File: src/rtl/cap_pkg.sv
package cap_pkg;

    typedef enum logic [1:0] {
        SRC_PIN  = 2'b00,
        SRC_OVFA = 2'b01,
        SRC_OVFB = 2'b10,
        SRC_CMP  = 2'b11
    } trig_src_e;

    typedef enum logic [1:0] {
        EDGE_OFF  = 2'b00,
        EDGE_FALL = 2'b01,
        EDGE_RISE = 2'b10,
        EDGE_BOTH = 2'b11
    } edge_mode_e;

    typedef enum logic [1:0] {
        FL_LOW     = 2'b00,
        FL_RISING  = 2'b01,
        FL_HIGH    = 2'b10,
        FL_FALLING = 2'b11
    } filt_state_e;

endpackage

File: src/rtl/cap_pin_filter.sv
module cap_pin_filter
    import cap_pkg::*;
#(
    parameter int SYNC_STAGES = 2
) (
    input  logic clk,
    input  logic rst_n,
    input  logic pin_async,
    output logic rise_evt,
    output logic fall_evt
);

    logic [SYNC_STAGES-1:0] sync_q;
    logic                   smp;
    filt_state_e            state_q;
    filt_state_e            state_d;

    generate
        if (SYNC_STAGES == 1) begin : g_sync1
            always_ff @(posedge clk or negedge rst_n) begin
                if (!rst_n) sync_q <= '0;
                else        sync_q <= pin_async;
            end
        end else begin : g_syncn
            always_ff @(posedge clk or negedge rst_n) begin
                if (!rst_n) sync_q <= '0;
                else        sync_q <= {sync_q[SYNC_STAGES-2:0], pin_async};
            end
        end
    endgenerate

    assign smp = sync_q[SYNC_STAGES-1];

    // state register
    always_ff @(posedge clk or negedge rst_n) begin
        if (!rst_n) state_q <= FL_LOW;
        else        state_q <= state_d;
    end

    // next state and outputs
    always_comb begin
        state_d  = state_q;
        rise_evt = 1'b0;
        fall_evt = 1'b0;
        unique case (state_q)
            FL_LOW: begin
                if (smp) state_d = FL_RISING;
            end
            FL_RISING: begin
                if (smp) begin
                    state_d  = FL_HIGH;
                    rise_evt = 1'b1;
                end else begin
                    state_d  = FL_LOW;
                end
            end
            FL_HIGH: begin
                if (!smp) state_d = FL_FALLING;
            end
            FL_FALLING: begin
                if (!smp) begin
                    state_d  = FL_LOW;
                    fall_evt = 1'b1;
                end else begin
                    state_d  = FL_HIGH;
                end
            end
        endcase
    end

endmodule

File: src/rtl/cap_trig_mux.sv
module cap_trig_mux
    import cap_pkg::*;
(
    input  trig_src_e  src,
    input  edge_mode_e edge_mode,
    input  logic       pin_rise,
    input  logic       pin_fall,
    input  logic       pin_block,
    input  logic       ovf_a,
    input  logic       ovf_b,
    input  logic       cmp_evt,
    output logic       hit
);

    logic pin_hit;

    always_comb begin
        pin_hit = 1'b0;
        unique case (edge_mode)
            EDGE_OFF:  pin_hit = 1'b0;
            EDGE_FALL: pin_hit = pin_fall;
            EDGE_RISE: pin_hit = pin_rise;
            EDGE_BOTH: pin_hit = pin_rise | pin_fall;
        endcase
    end

    always_comb begin
        hit = 1'b0;
        unique case (src)
            SRC_PIN:  hit = pin_hit & ~pin_block;
            SRC_OVFA: hit = ovf_a;
            SRC_OVFB: hit = ovf_b;
            SRC_CMP:  hit = cmp_evt;
        endcase
    end

endmodule

File: src/rtl/cap_channel.sv
module cap_channel
    import cap_pkg::*;
#(
    parameter int CNT_W       = 16,
    parameter int SYNC_STAGES = 2
) (
    input  logic             clk,
    input  logic             rst_n,
    input  logic             cfg_we,
    input  logic [3:0]       cfg_wdata,
    input  logic             flag_clr,
    input  logic             cap_pin,
    input  logic             pin_block,
    input  logic             ovf_a,
    input  logic             ovf_b,
    input  logic             cmp_evt,
    input  logic [CNT_W-1:0] tmr_count,
    input  logic             tmr_down,
    input  logic             tmr_dual,
    output logic [CNT_W-1:0] cap_data,
    output logic             cap_dir,
    output logic             cap_flag,
    output logic             hit
);

    trig_src_e  src_q;
    edge_mode_e edge_q;
    logic       pin_rise;
    logic       pin_fall;

    cap_pin_filter #(.SYNC_STAGES(SYNC_STAGES)) u_filt (
        .clk       (clk),
        .rst_n     (rst_n),
        .pin_async (cap_pin),
        .rise_evt  (pin_rise),
        .fall_evt  (pin_fall)
    );

    cap_trig_mux u_mux (
        .src       (src_q),
        .edge_mode (edge_q),
        .pin_rise  (pin_rise),
        .pin_fall  (pin_fall),
        .pin_block (pin_block),
        .ovf_a     (ovf_a),
        .ovf_b     (ovf_b),
        .cmp_evt   (cmp_evt),
        .hit       (hit)
    );

    always_ff @(posedge clk or negedge rst_n) begin
        if (!rst_n) begin
            src_q  <= SRC_PIN;
            edge_q <= EDGE_OFF;
        end else if (cfg_we) begin
            src_q  <= trig_src_e'(cfg_wdata[3:2]);
            edge_q <= edge_mode_e'(cfg_wdata[1:0]);
        end
    end

    always_ff @(posedge clk or negedge rst_n) begin
        if (!rst_n) begin
            cap_data <= '0;
            cap_dir  <= 1'b0;
        end else if (hit) begin
            cap_data <= tmr_count;
            cap_dir  <= tmr_dual & tmr_down;
        end
    end

    // capture outranks a same-cycle clear
    always_ff @(posedge clk or negedge rst_n) begin
        if (!rst_n)        cap_flag <= 1'b0;
        else if (hit)      cap_flag <= 1'b1;
        else if (flag_clr) cap_flag <= 1'b0;
    end

endmodule

File: src/rtl/capture_unit.sv
module capture_unit
    import cap_pkg::*;
#(
    parameter int N_CH        = 4,
    parameter int CNT_W       = 16,
    parameter int SYNC_STAGES = 2
) (
    input  logic                    clk,
    input  logic                    rst_n,
    input  logic [CNT_W-1:0]        tmr_count,
    input  logic                    tmr_down,
    input  logic                    tmr_dual,
    input  logic                    ovf_a,
    input  logic                    ovf_b,
    input  logic                    cmp_evt,
    input  logic [N_CH-1:0]         cap_pin,
    input  logic [N_CH-1:0]         pin_block,
    input  logic                    cfg_we,
    input  logic [$clog2(N_CH)-1:0] cfg_ch,
    input  logic [3:0]              cfg_wdata,
    input  logic [N_CH-1:0]         flag_clr,
    output logic [N_CH*CNT_W-1:0]   cap_data,
    output logic [N_CH-1:0]         cap_dir,
    output logic [N_CH-1:0]         cap_flag
);

    localparam int CH_W = $clog2(N_CH);

    logic [N_CH-1:0] hit;

    generate
        for (genvar i = 0; i < N_CH; i++) begin : g_ch
            logic ch_we;
            assign ch_we = cfg_we && (cfg_ch == CH_W'(i));

            cap_channel #(
                .CNT_W       (CNT_W),
                .SYNC_STAGES (SYNC_STAGES)
            ) u_ch (
                .clk       (clk),
                .rst_n     (rst_n),
                .cfg_we    (ch_we),
                .cfg_wdata (cfg_wdata),
                .flag_clr  (flag_clr[i]),
                .cap_pin   (cap_pin[i]),
                .pin_block (pin_block[i]),
                .ovf_a     (ovf_a),
                .ovf_b     (ovf_b),
                .cmp_evt   (cmp_evt),
                .tmr_count (tmr_count),
                .tmr_down  (tmr_down),
                .tmr_dual  (tmr_dual),
                .cap_data  (cap_data[i*CNT_W +: CNT_W]),
                .cap_dir   (cap_dir[i]),
                .cap_flag  (cap_flag[i]),
                .hit       (hit[i])
            );
        end
    endgenerate

endmodule

File: config.mk
export PLATFORM = sky130hd
export DESIGN_NAME = capture_unit
export DESIGN_NICKNAME = d
export VERILOG_FILES = /design/src/rtl/cap_pkg.sv /design/src/rtl/cap_pin_filter.sv /design/src/rtl/cap_trig_mux.sv /design/src/rtl/cap_channel.sv /design/src/rtl/capture_unit.sv
export SDC_FILE = /design/constraint.sdc
export NUM_CORES = 1
export LEC_CHECK = 0
export BUFFER_PORTS_ARGS = -buffer_cell sky130_fd_sc_hd__buf_2
export CAP_MARGIN = 40
export CORE_MARGIN = 10
export CORE_UTILIZATION = 30
export CTS_CLUSTER_DIAMETER = 100
export DETAILED_ROUTE_END_ITERATION = 8
export PLACE_DENSITY = 0.48
export SYNTH_ARGS = -nofsm -noshare
export SYNTH_HDL_FRONTEND = slang
export SYNTH_SLANG_ARGS = --single-unit
export TNS_END_PERCENT = 20
File: constraint.sdc
create_clock -name clk -period 5.9 [get_ports clk]
set_clock_uncertainty 0.15 [all_clocks]
set_input_delay 1.18 -clock clk [delete_from_list [all_inputs] [get_ports clk]]
set_output_delay 1.18 -clock clk [all_outputs]
set_load 0.01 [all_outputs]
==> out/qor.csv, run 1 <==
metric,value,unit
die_x,136.5,um
synth_fp_nets,301,
hold_buffers,0,
drtPass1Iterations,4,
peakVddDrop,0.1850,mV
cp-end-kind,flop,
synthTopCellsByCount,"dfrtp_1, mux2_2, mux2_4, a21oi_1, buf_4",
fillerInstances,1311,
coreArea,0.01324,mm2
fin_crit_sh,0.4440,
cts_num_sinks,104,
place_hpwl,7461,um
die_area,0.01862,mm2
worstPathArrival,2.70,ns
num_rows,42,
yosysUniqueCellTypes,22,
status,completed,
rr_worst_depth,5,
drc,0,
synth-seq-area-share,0.6396,
synth_most_common_cell,dfrtp_1,
hold_path_end,g_ch[2].u_ch.u_filt.sync_q[1],
hp-start,g_ch[2].u_ch.u_filt.sync_q[0],
diodes,0,
maxSlewViolCount,0,
clk_latency,0.35,ns
grt_start_max_net_pins,54,
slew_headroom,0.5386,
cts_root_buffer,clkbuf_16,
hp-class,flop to flop,
io_buffers,113,
netlist.area_leader.share,0.6396,
netlist_area,0.004069,mm2
finalSetupViolCount,0,
cts_tree,built,
synth_edf_count,0,
crit_type,input pin to flop,
grt_pass1_wl,16100,um
drive_above_1_share,0.5847,
grt_overflow,0,
die_height,136.5,um
area_growth,24.94,%
drt_iter0_markers,101,
routed_wl,9908,um
cts_setup_buffers,0,
gp_congestion,0.7162,
initial_core_util,0.3073,
synthFlopType,dfrtp_1,
layout.nets,415,
max_cap_viol_count,0,
rsz0062_at_grt,false,
dpl_cell_area,0.004816,mm2
postRouteAntennaNets,0,
ys.warnings.count,0,
vias,2426,
post-route-cell-area,0.005084,mm2
cts_made_buffers,9,
r2r_slack,3.74,ns
avgSynthCellArea,15.71,um2
io_pins,114,
ys_seq_elements,104,
h-tree-depth,3,
worstReg2RegStart,g_ch[2].u_ch.u_filt.sync_q[1],
ys_async_sr_fraction,1.000,
hold_violations,0,
grt_pass1_vias,2848,
via_per_inst,4.379,
grt_antenna_before_repair,1,
setup-tns-final,0,ns
worst_pin_slew,0.6921,ns
cts-resized-gates,0,
routedWlPerCell,17.88,um
p_leak,2.372,nW
crit_fanout,10,
synth_cells,259,
synth_area_leaders,"dfrtp_1, mux2_2, mux2_4",
path_clk_slew,0.07,ns
finalCriticalPeriod,2.620,ns
yosys.area.top_type,dfrtp_1,
max_freq,381.7,MHz
r2r_end,g_ch[2].u_ch.cap_data[14],
grt_usage,0.1129,
required,5.98,ns
power_density,451.3,mW/mm2
startpoint_type,input pin,
clockBufferDepth,2,
hold_path_depth,0,
[worst max-delay path: stages]
cell and delay, ns:
buf_2 0.10, or4b_1 0.53, nor3_2 0.18, nor2_2 0.15, buf_4 0.24, mux2_4 0.32
[flip-flops by register name, indices dropped and copies added, names as in the netlist, named ones only]
register / flops
g_ch.u_ch.u_filt.sync_q: 8
g_ch.u_ch.cap_data: 64
g_ch.u_ch.src_q: 8
g_ch.u_ch.edge_q: 8
g_ch.u_ch.u_filt.state_q: 4
g_ch.u_ch.cap_dir: 4
g_ch.u_ch.cap_flag: 4
[layer usage]
| layer | vias to the layer above | GRT usage | share of wire |
|---|---|---|---|
| li1 | 1129 | - | - |
| met1 | 1226 | 0.1234 | 0.39 |
| met2 | 57 | 0.1889 | 0.52 |
| met3 | 12 | 0.04945 | 0.071 |
| met4 | 2 | 0.04379 | 0.018 |
| met5 | - | 0 | 0.0013 |
[area by class of cell]
class	count	area [um2]	share of cell area
clock inverter	3	17.52	0.003446
timing repair buffer	118	628.1	0.1236
inverter	4	15.01	0.002953
tap	176	220.2	0.04332
sequential	104	2603	0.5119
multi-input combinational	136	1350	0.2656
clock buffer	13	250.2	0.04922
[stage by stage]
| step | instances | setup WS [ns] | utilization | hold slack [ns] | power, mW |
|---|---|---|---|---|---|
| 3_3_place_gp | 535 | 2.789 | 0.3603 | 0.1830 | 1.750 |
| 3_5_place_dp | 538 | 2.886 | 0.3637 | 0.1885 | 1.784 |
| 2_1_floorplan | 259 | 3.184 | - | 0.1812 | 1.476 |
| 5_1_grt | 554 | 3.214 | 0.3839 | 0.2195 | 2.452 |
| 4_1_cts | 554 | 3.257 | 0.3839 | 0.2045 | 2.354 |
| 6_report | 554 | 3.280 | 0.3839 | 0.2020 | 2.294 |
[cells by family after synthesis]
kind of cell / count (synthesis) / synth area share
xor gates and xnor gates: 4 / 0.008609
buffers and inverters: 19 / 0.02860
AOI/OAI and AO/OA: 18 / 0.02583
and+or+nand+nor: 21 / 0.03321
DFF: 104 / 0.6396
muxes: 93 / 0.2641
[cells in the final DEF (no fill, tap or decap)]
cell type	n
nor2_2	1
clkinvlp_4	1
nor4b_1	3
buf_4	3
o21ai_0	4
clkinv_2	2
clkbuf_1	3
nand3_1	1
inv_1	4
a21oi_1	8
clkbuf_8	1
buf_2	112
nand2_1	3
mux2i_1	5
and2_0	1
a21o_1	6
clkbuf_16	9
buf_8	3
nor3_2	1
nor2_1	4
nor3b_1	1
dfrtp_1	104
xnor2_1	4
mux2_2	79
nand3b_1	5
or4b_1	1
mux2_4	9
[power by group]
group	internal, mW	leakage (nW)	total, mW	switching, mW
Clock	0.297	0.130	0.551	0.254
Sequential	0.928	1.22	1.05	0.127
Combinational	0.366	1.02	0.688	0.322
Total	1.59	2.37	2.29	0.704
[worst max path at each step]
stage            startpoint                   endpoint  slack, ns  cells after the start
2_1_floorplan  pin_block[2]  g_ch[2].u_ch.cap_data[10]       3.18                      5
3_3_place_gp   pin_block[3]  g_ch[3].u_ch.cap_data[11]       2.79                      4
3_5_place_dp        cmp_evt  g_ch[2].u_ch.cap_data[14]       2.89                      6
4_1_cts             cmp_evt  g_ch[2].u_ch.cap_data[14]       3.26                      6
5_1_grt             cmp_evt  g_ch[2].u_ch.cap_data[14]       3.21                      6
6_report       pin_block[2]  g_ch[2].u_ch.cap_data[14]       3.28                      6
No activity file was read; power rests on OpenSTA's default activity.
==> run 2: changes to the inputs <==
ABC_AREA = 1   (was unset)
PLACE_DENSITY = 0.49   (was 0.48)
clock period = 2.4 ns   (was 5.9 ns; I/O delays follow)
==> out/qor.csv, run 2 <==
metric,value,unit,change
h-tree-depth,3,,unchanged
hold_buffers,1,,+1
via_per_inst,4.615,,+5.4%
cts_made_buffers,9,,unchanged
setup-tns-final,0,ns,unchanged
cts_num_sinks,104,,unchanged
path_clk_slew,0.07,ns,about the same
rr_worst_depth,7,,+2
wl_met3,957,um,+36%
avgSynthCellArea,9.515,um2,-39%
drc,0,,unchanged
synthFlopType,dfrtp_1,,
hp-start,cap_pin[2],,
crit_fanout,19,,+9
netlist.area_leader.share,0.6012,,-0.03845
clk_latency,0.34,ns,about the same
crit_type,flop to flop,,
drtPass1Iterations,4,,unchanged
finalCriticalPeriod,1.701,ns,
yosys.area.top_type,dfrtp_1,,
grt_pass1_wl,19820,um,+23%
r2r_end,g_ch[0].u_ch.cap_data[7],,
synth_cells,455,,+76%
ys_seq_elements,104,,unchanged
die_area,0.01964,mm2,+5.4%
cp-end-kind,flop,,
final_util,0.3792,,-0.004722
maxSlewViolCount,0,,unchanged
dr_wl_met2,5705,um,+11%
worst_pin_slew,0.5067,ns,-0.1855 ns
fin_crit_sh,0.7089,,
vias,3475,,+43%
peakVddDrop,0.4986,mV,+170%
fillerInstances,1488,,+14%
routed_wl,12320,um,+24%
m1WireLength,5500,um,+43%
max_cap_viol_count,0,,unchanged
netlist_area,0.004329,mm2,+6.4%
finalSetupViolCount,0,,unchanged
slew_headroom,0.6622,,+0.1236
drt_iter0_markers,218,,+120%
synth_fp_nets,497,,+65%
max_freq,587.8,MHz,
layout_commonest_cell,nand2_1,,
io_pins,114,,unchanged
num_rows,43,,+2.4%
worstReg2RegStart,g_ch[0].u_ch.u_filt.sync_q[1],,
io_buffers,113,,unchanged
r2r_slack,0.70,ns,-3.04 ns
initial_core_util,0.3095,,+0.002225
regMostFlops,g_ch.u_ch.cap_data,,
gp_congestion,0.7979,,+11%
hold_violations,0,,unchanged
grt_antenna_before_repair,3,,+2
required,2.54,ns,-3.44 ns
layout.nets,607,,+46%
ys.warnings.count,0,,unchanged
status,completed,,
worstPathArrival,1.84,ns,-0.86 ns
drive_above_1_share,0.2789,,-0.3057
postRouteAntennaNets,0,,unchanged
top_layer,met4,,
cts-resized-gates,0,,unchanged
grt_start_max_net_pins,38,,-30%
synth_edf_count,0,,unchanged
largest_reg_flops,64,,unchanged
grt_pass1_vias,3514,,+23%
yosysUniqueCellTypes,24,,+9.1%
seq_area,0.002603,mm2,unchanged
clockBufferDepth,2,,unchanged
grt_usage,0.1262,,+0.01332
cts_tree,built,,
cp-startpoint,g_ch[0].u_ch.u_filt.sync_q[1],,
coreArea,0.01399,mm2,+5.6%
rsz0062_at_grt,false,,
final_cell_mix,"nand2_1, buf_2, dfrtp_1",,
cts_setup_buffers,0,,unchanged
routedWlPerCell,16.37,um,-8.5%
p_leak,2.851,nW,+20%
die_height,140.1,um,+2.7%
place_hpwl,9446,um,+27%
area_growth,22.51,%,
die_x,140.1,um,+2.7%
startpoint_type,flop,,
synth-seq-area-share,0.6012,,-0.03845
synth_area_leaders,"dfrtp_1, nand2_1, nand3_1",,
multiInputGateArea,0.001476,mm2,+9.4%
synth_most_common_cell,nand2_1,,
power_density,1107,mW/mm2,+150%
synthTopCellsByCount,"nand2_1, dfrtp_1, nand3_1, o21ai_0, inv_1",,
grt_overflow,0,,unchanged
hp-class,input pin to flop,,
endpoint,g_ch[0].u_ch.cap_data[7],,
ys_async_sr_fraction,1.000,,unchanged
cts_root_buffer,clkbuf_16,,
==> run 2: power by group <==
| part | internal (mW) | switching (mW) |
|---|---|---|
| Clock | 0.734 | 0.625 |
| Combinational | 0.682 | 1.12 |
| Sequential | 2.32 | 0.394 |
==> run 2: final cells by class <==
type | instances | area share
Timing Repair Buffer | 119 | 0.1208
Clock inverter | 2 | 0.002831
Antenna cell | 3 | 0.001415
Multi-Input combinational cell | 309 | 0.2784
Clock buffer | 14 | 0.04789
Inverter | 22 | 0.01557
Sequential cell | 104 | 0.4907
Tap cell | 180 | 0.04246
==> run 2: critical path, stage by stage, from the launching register on <==
cell	delay [ns]
dfrtp_1	0.41
inv_1	0.08
nand3_1	0.06
nand2_1	0.07
nand3_2	0.35
nand2_4	0.35
nand2_1	0.10
nand2_1	0.07
==> run 2: metal layers <==
metal  up-vias  track usage
li1       1691            -
met2       116       0.1945
met3        13      0.04834
met4         0      0.03804
met1      1655       0.1601
met5         -            0
==> run 2: kinds of logic (layout without fill, tap and decap cells) <==
logic type	Yosys count	after routing	synth area share
buf+inv	42	157	0.05780
compound gates	36	36	0.05607
simple gates	273	273	0.2850
flops	104	104	0.6012
other cells	0	3	0
==> run 2: worst min path at each step <==
stage | endpoint | cells past startpoint
3_5_place_dp | g_ch[2].u_ch.u_filt.sync_q[1] | 0
5_1_grt | g_ch[1].u_ch.u_filt.sync_q[0] | 1
4_1_cts | g_ch[1].u_ch.u_filt.sync_q[0] | 1
6_report | g_ch[2].u_ch.u_filt.sync_q[0] | 1
3_3_place_gp | g_ch[2].u_ch.u_filt.sync_q[1] | 0
2_1_floorplan | async pin | 0
==> run 2: per-stage QoR <==
step	power, mW	hold slack, ns	std cells	cell area [um2]	setup WS (ns)
4_1_cts	5.986	0.07296	750	5296	0.6728
6_report	5.872	0.09092	753	5304	0.6987
2_1_floorplan	3.793	0.03441	455	4329	0.9415
5_1_grt	6.321	0.06793	752	5301	0.4627
3_5_place_dp	4.598	0.1879	733	5017	0.5171
3_3_place_gp	4.551	0.1823	733	5017	0.5436
==> run 3: changes to the inputs <==
clock period = 1.4 ns   (was 2.4 ns; I/O delays follow)
==> out/qor.csv, run 3 (same netlist as run 2, synthesis figures left out) <==
metric,value,unit,change
dp.cells,747,,+1.9%
peakVddDrop,0.8092,mV,+62%
h-tree-depth,3,,unchanged
finalSetupViolCount,44,,+44
crit_path_top_delay_cell,dfrtp_1,,
place_ws,-0.04533,ns,-0.5624 ns
routedWlPerCell,16.62,um,+1.6%
coreArea,0.01399,mm2,unchanged
worst_pin_slew,0.4057,ns,-0.1009 ns
area_growth,40.81,%,
cts_root_buffer,clkbuf_16,,
largest_reg_flops,64,,unchanged
initial_core_util,0.3095,,unchanged
max_stage_delay,0.42,ns,about the same
cp_cell_sequence,nand2_2 > inv_2 > nor2_2 > nand3_2 > nand2_8 > clkbuf_16 > nand3_1 > nand2_1,,
via_per_inst,4.566,,-1.1%
grt_usage,0.1273,,+0.001107
fin_crit_sh,1.048,,+0.3396
drtPass1Iterations,4,,unchanged
grt_pass1_wl,20130,um,+1.6%
die_height,140.1,um,unchanged
drc,0,,unchanged
grt_use_met1,0.1575,,-0.002617
status,"complete, but fails checks",,
hold_violations,0,,unchanged
layout.nets,648,,+6.8%
power_density,1812,mW/mm2,+64%
layout_commonest_cell,nand2_1,,
cts_made_buffers,9,,unchanged
hp-class,input pin to flop,,
required,1.54,ns,-1.00 ns
num_rows,43,,unchanged
final_cell_mix,"nand2_1, buf_2, dfrtp_1",,
io_buffers,113,,unchanged
use_met3,0.05071,,+0.002366
routed_wl,13180,um,+6.9%
cp-end-kind,flop,,
gr-max-usage-layer,met2,,
die_area,0.01964,mm2,unchanged
violations,setup timing,,
seq_area,0.002608,mm2,+0.19%
place_hpwl,9647,um,+2.1%
path_clk_slew,0.07,ns,about the same
maxSlewViolCount,0,,unchanged
postRouteAntennaNets,0,,unchanged
fin_cells,793,,+5.3%
drive_above_1_share,0.4059,,+0.1269
gp_congestion,0.8059,,+1.0%
drt_iter0_markers,240,,+10%
slew_headroom,0.7295,,+0.06729
grt_start_max_net_pins,29,,-24%
startpoint_type,flop,,
p_leak,3.175,nW,+11%
regMostFlops,g_ch.u_ch.cap_data,,
fillerInstances,1399,,-6.0%
grt_antenna_before_repair,3,,unchanged
crit_fanout,7,,-12
setup_slack,-0.06790,ns,-0.7665 ns
use_met2,0.2029,,+0.008414
multiInputGateArea,0.001792,mm2,+21%
clockBufferDepth,2,,unchanged
worstPathArrival,1.60,ns,-0.24 ns
clk_latency,0.34,ns,about the same
io_pins,114,,unchanged
die_x,140.1,um,unchanged
crit_type,flop to flop,,
max_freq,681.2,MHz,+16%
max_cap_viol_count,0,,unchanged
rsz0062_at_grt,true,,
grt_overflow,0,,unchanged
hp-start,tmr_count[6],,
finalCriticalPeriod,1.468,ns,-0.2335 ns
cts_tree,built,,
vias,3621,,+4.2%
grt_pass1_vias,3639,,+3.6%
cts_num_sinks,104,,unchanged
## run 3: final timing paths
check                                                end  slack, ns  cells after the start
setup / recovery                g_ch[1].u_ch.cap_data[7]      -0.07                      8
hold / removal                  g_ch[0].u_ch.cap_data[6]       0.06                      3
setup reg to reg                g_ch[1].u_ch.cap_data[7]      -0.07                      8
hold reg to reg            g_ch[2].u_ch.u_filt.sync_q[1]       0.20                      0
max in group asynchronous          g_ch[2].u_ch.src_q[0]       0.32                      3
min in group asynchronous       g_ch[0].u_ch.cap_data[7]       0.26                      2
## run 3: per-stage QoR
| step | util | instance area (um2) | TNS, ns | total power, mW | hold slack [ns] |
|---|---|---|---|---|---|
| after global placement | 0.3707 | 5185 | -0.5191 | 7.968 | 0.07616 |
| after CTS | 0.4017 | 5619 | -0.2977 | 10.68 | 0.04633 |
| after floorplan | - | 4329 | -0.03618 | 6.502 | -0.1656 |
| after global routing | 0.4354 | 6091 | -6.799 | 11.84 | 0.06883 |
| final | 0.4358 | 6096 | -1.515 | 11.05 | 0.06413 |
| after detailed placement | 0.3707 | 5185 | -1.261 | 8.058 | 0.07796 |
## run 3: where the power goes
| part | switching [mW] | total (mW) | internal [mW] | leakage, nW |
|---|---|---|---|---|
| registers | 0.711 | 4.69 | 3.98 | 1.27 |
| logic | 2.20 | 3.84 | 1.64 | 1.76 |
| clock network | 1.09 | 2.52 | 1.43 | 0.146 |
## run 3: per-layer routing
metal	wire length (um)	vias to the layer above	part of all wire
met5	13	-	0.00099
met4	104	2	0.0079
met3	986	11	0.075
met2	6249	100	0.47
met1	5825	1730	0.44
li1	-	1778	-
## run 3: timing repair
action | in CTS | in global routing
endpoints found under the setup margin | 37 | 72
gates resized for setup | 6 | 61
pin swaps | 3 | 36
cloned | 0 | 7
setup buffers | 3 | 9
hold buffers | 9 | 0
endpoints found under the hold margin | 28 | 0
## run 3: cell type report
type / count / share of cell area
antenna: 2 / 0.0008210
clock buffer: 11 / 0.03982
clock inverter: 5 / 0.009236
inverter: 22 / 0.01355
multi-input combinational: 313 / 0.2939
sequential: 104 / 0.4278
tap: 180 / 0.03695
timing repair buffer: 156 / 0.1780
## run 3: critical path: cells and delay by family (launching register included)
family	cells	cell delay (ns)
buf+inv	2	0.21
simple gates	6	0.62
flops	1	0.42
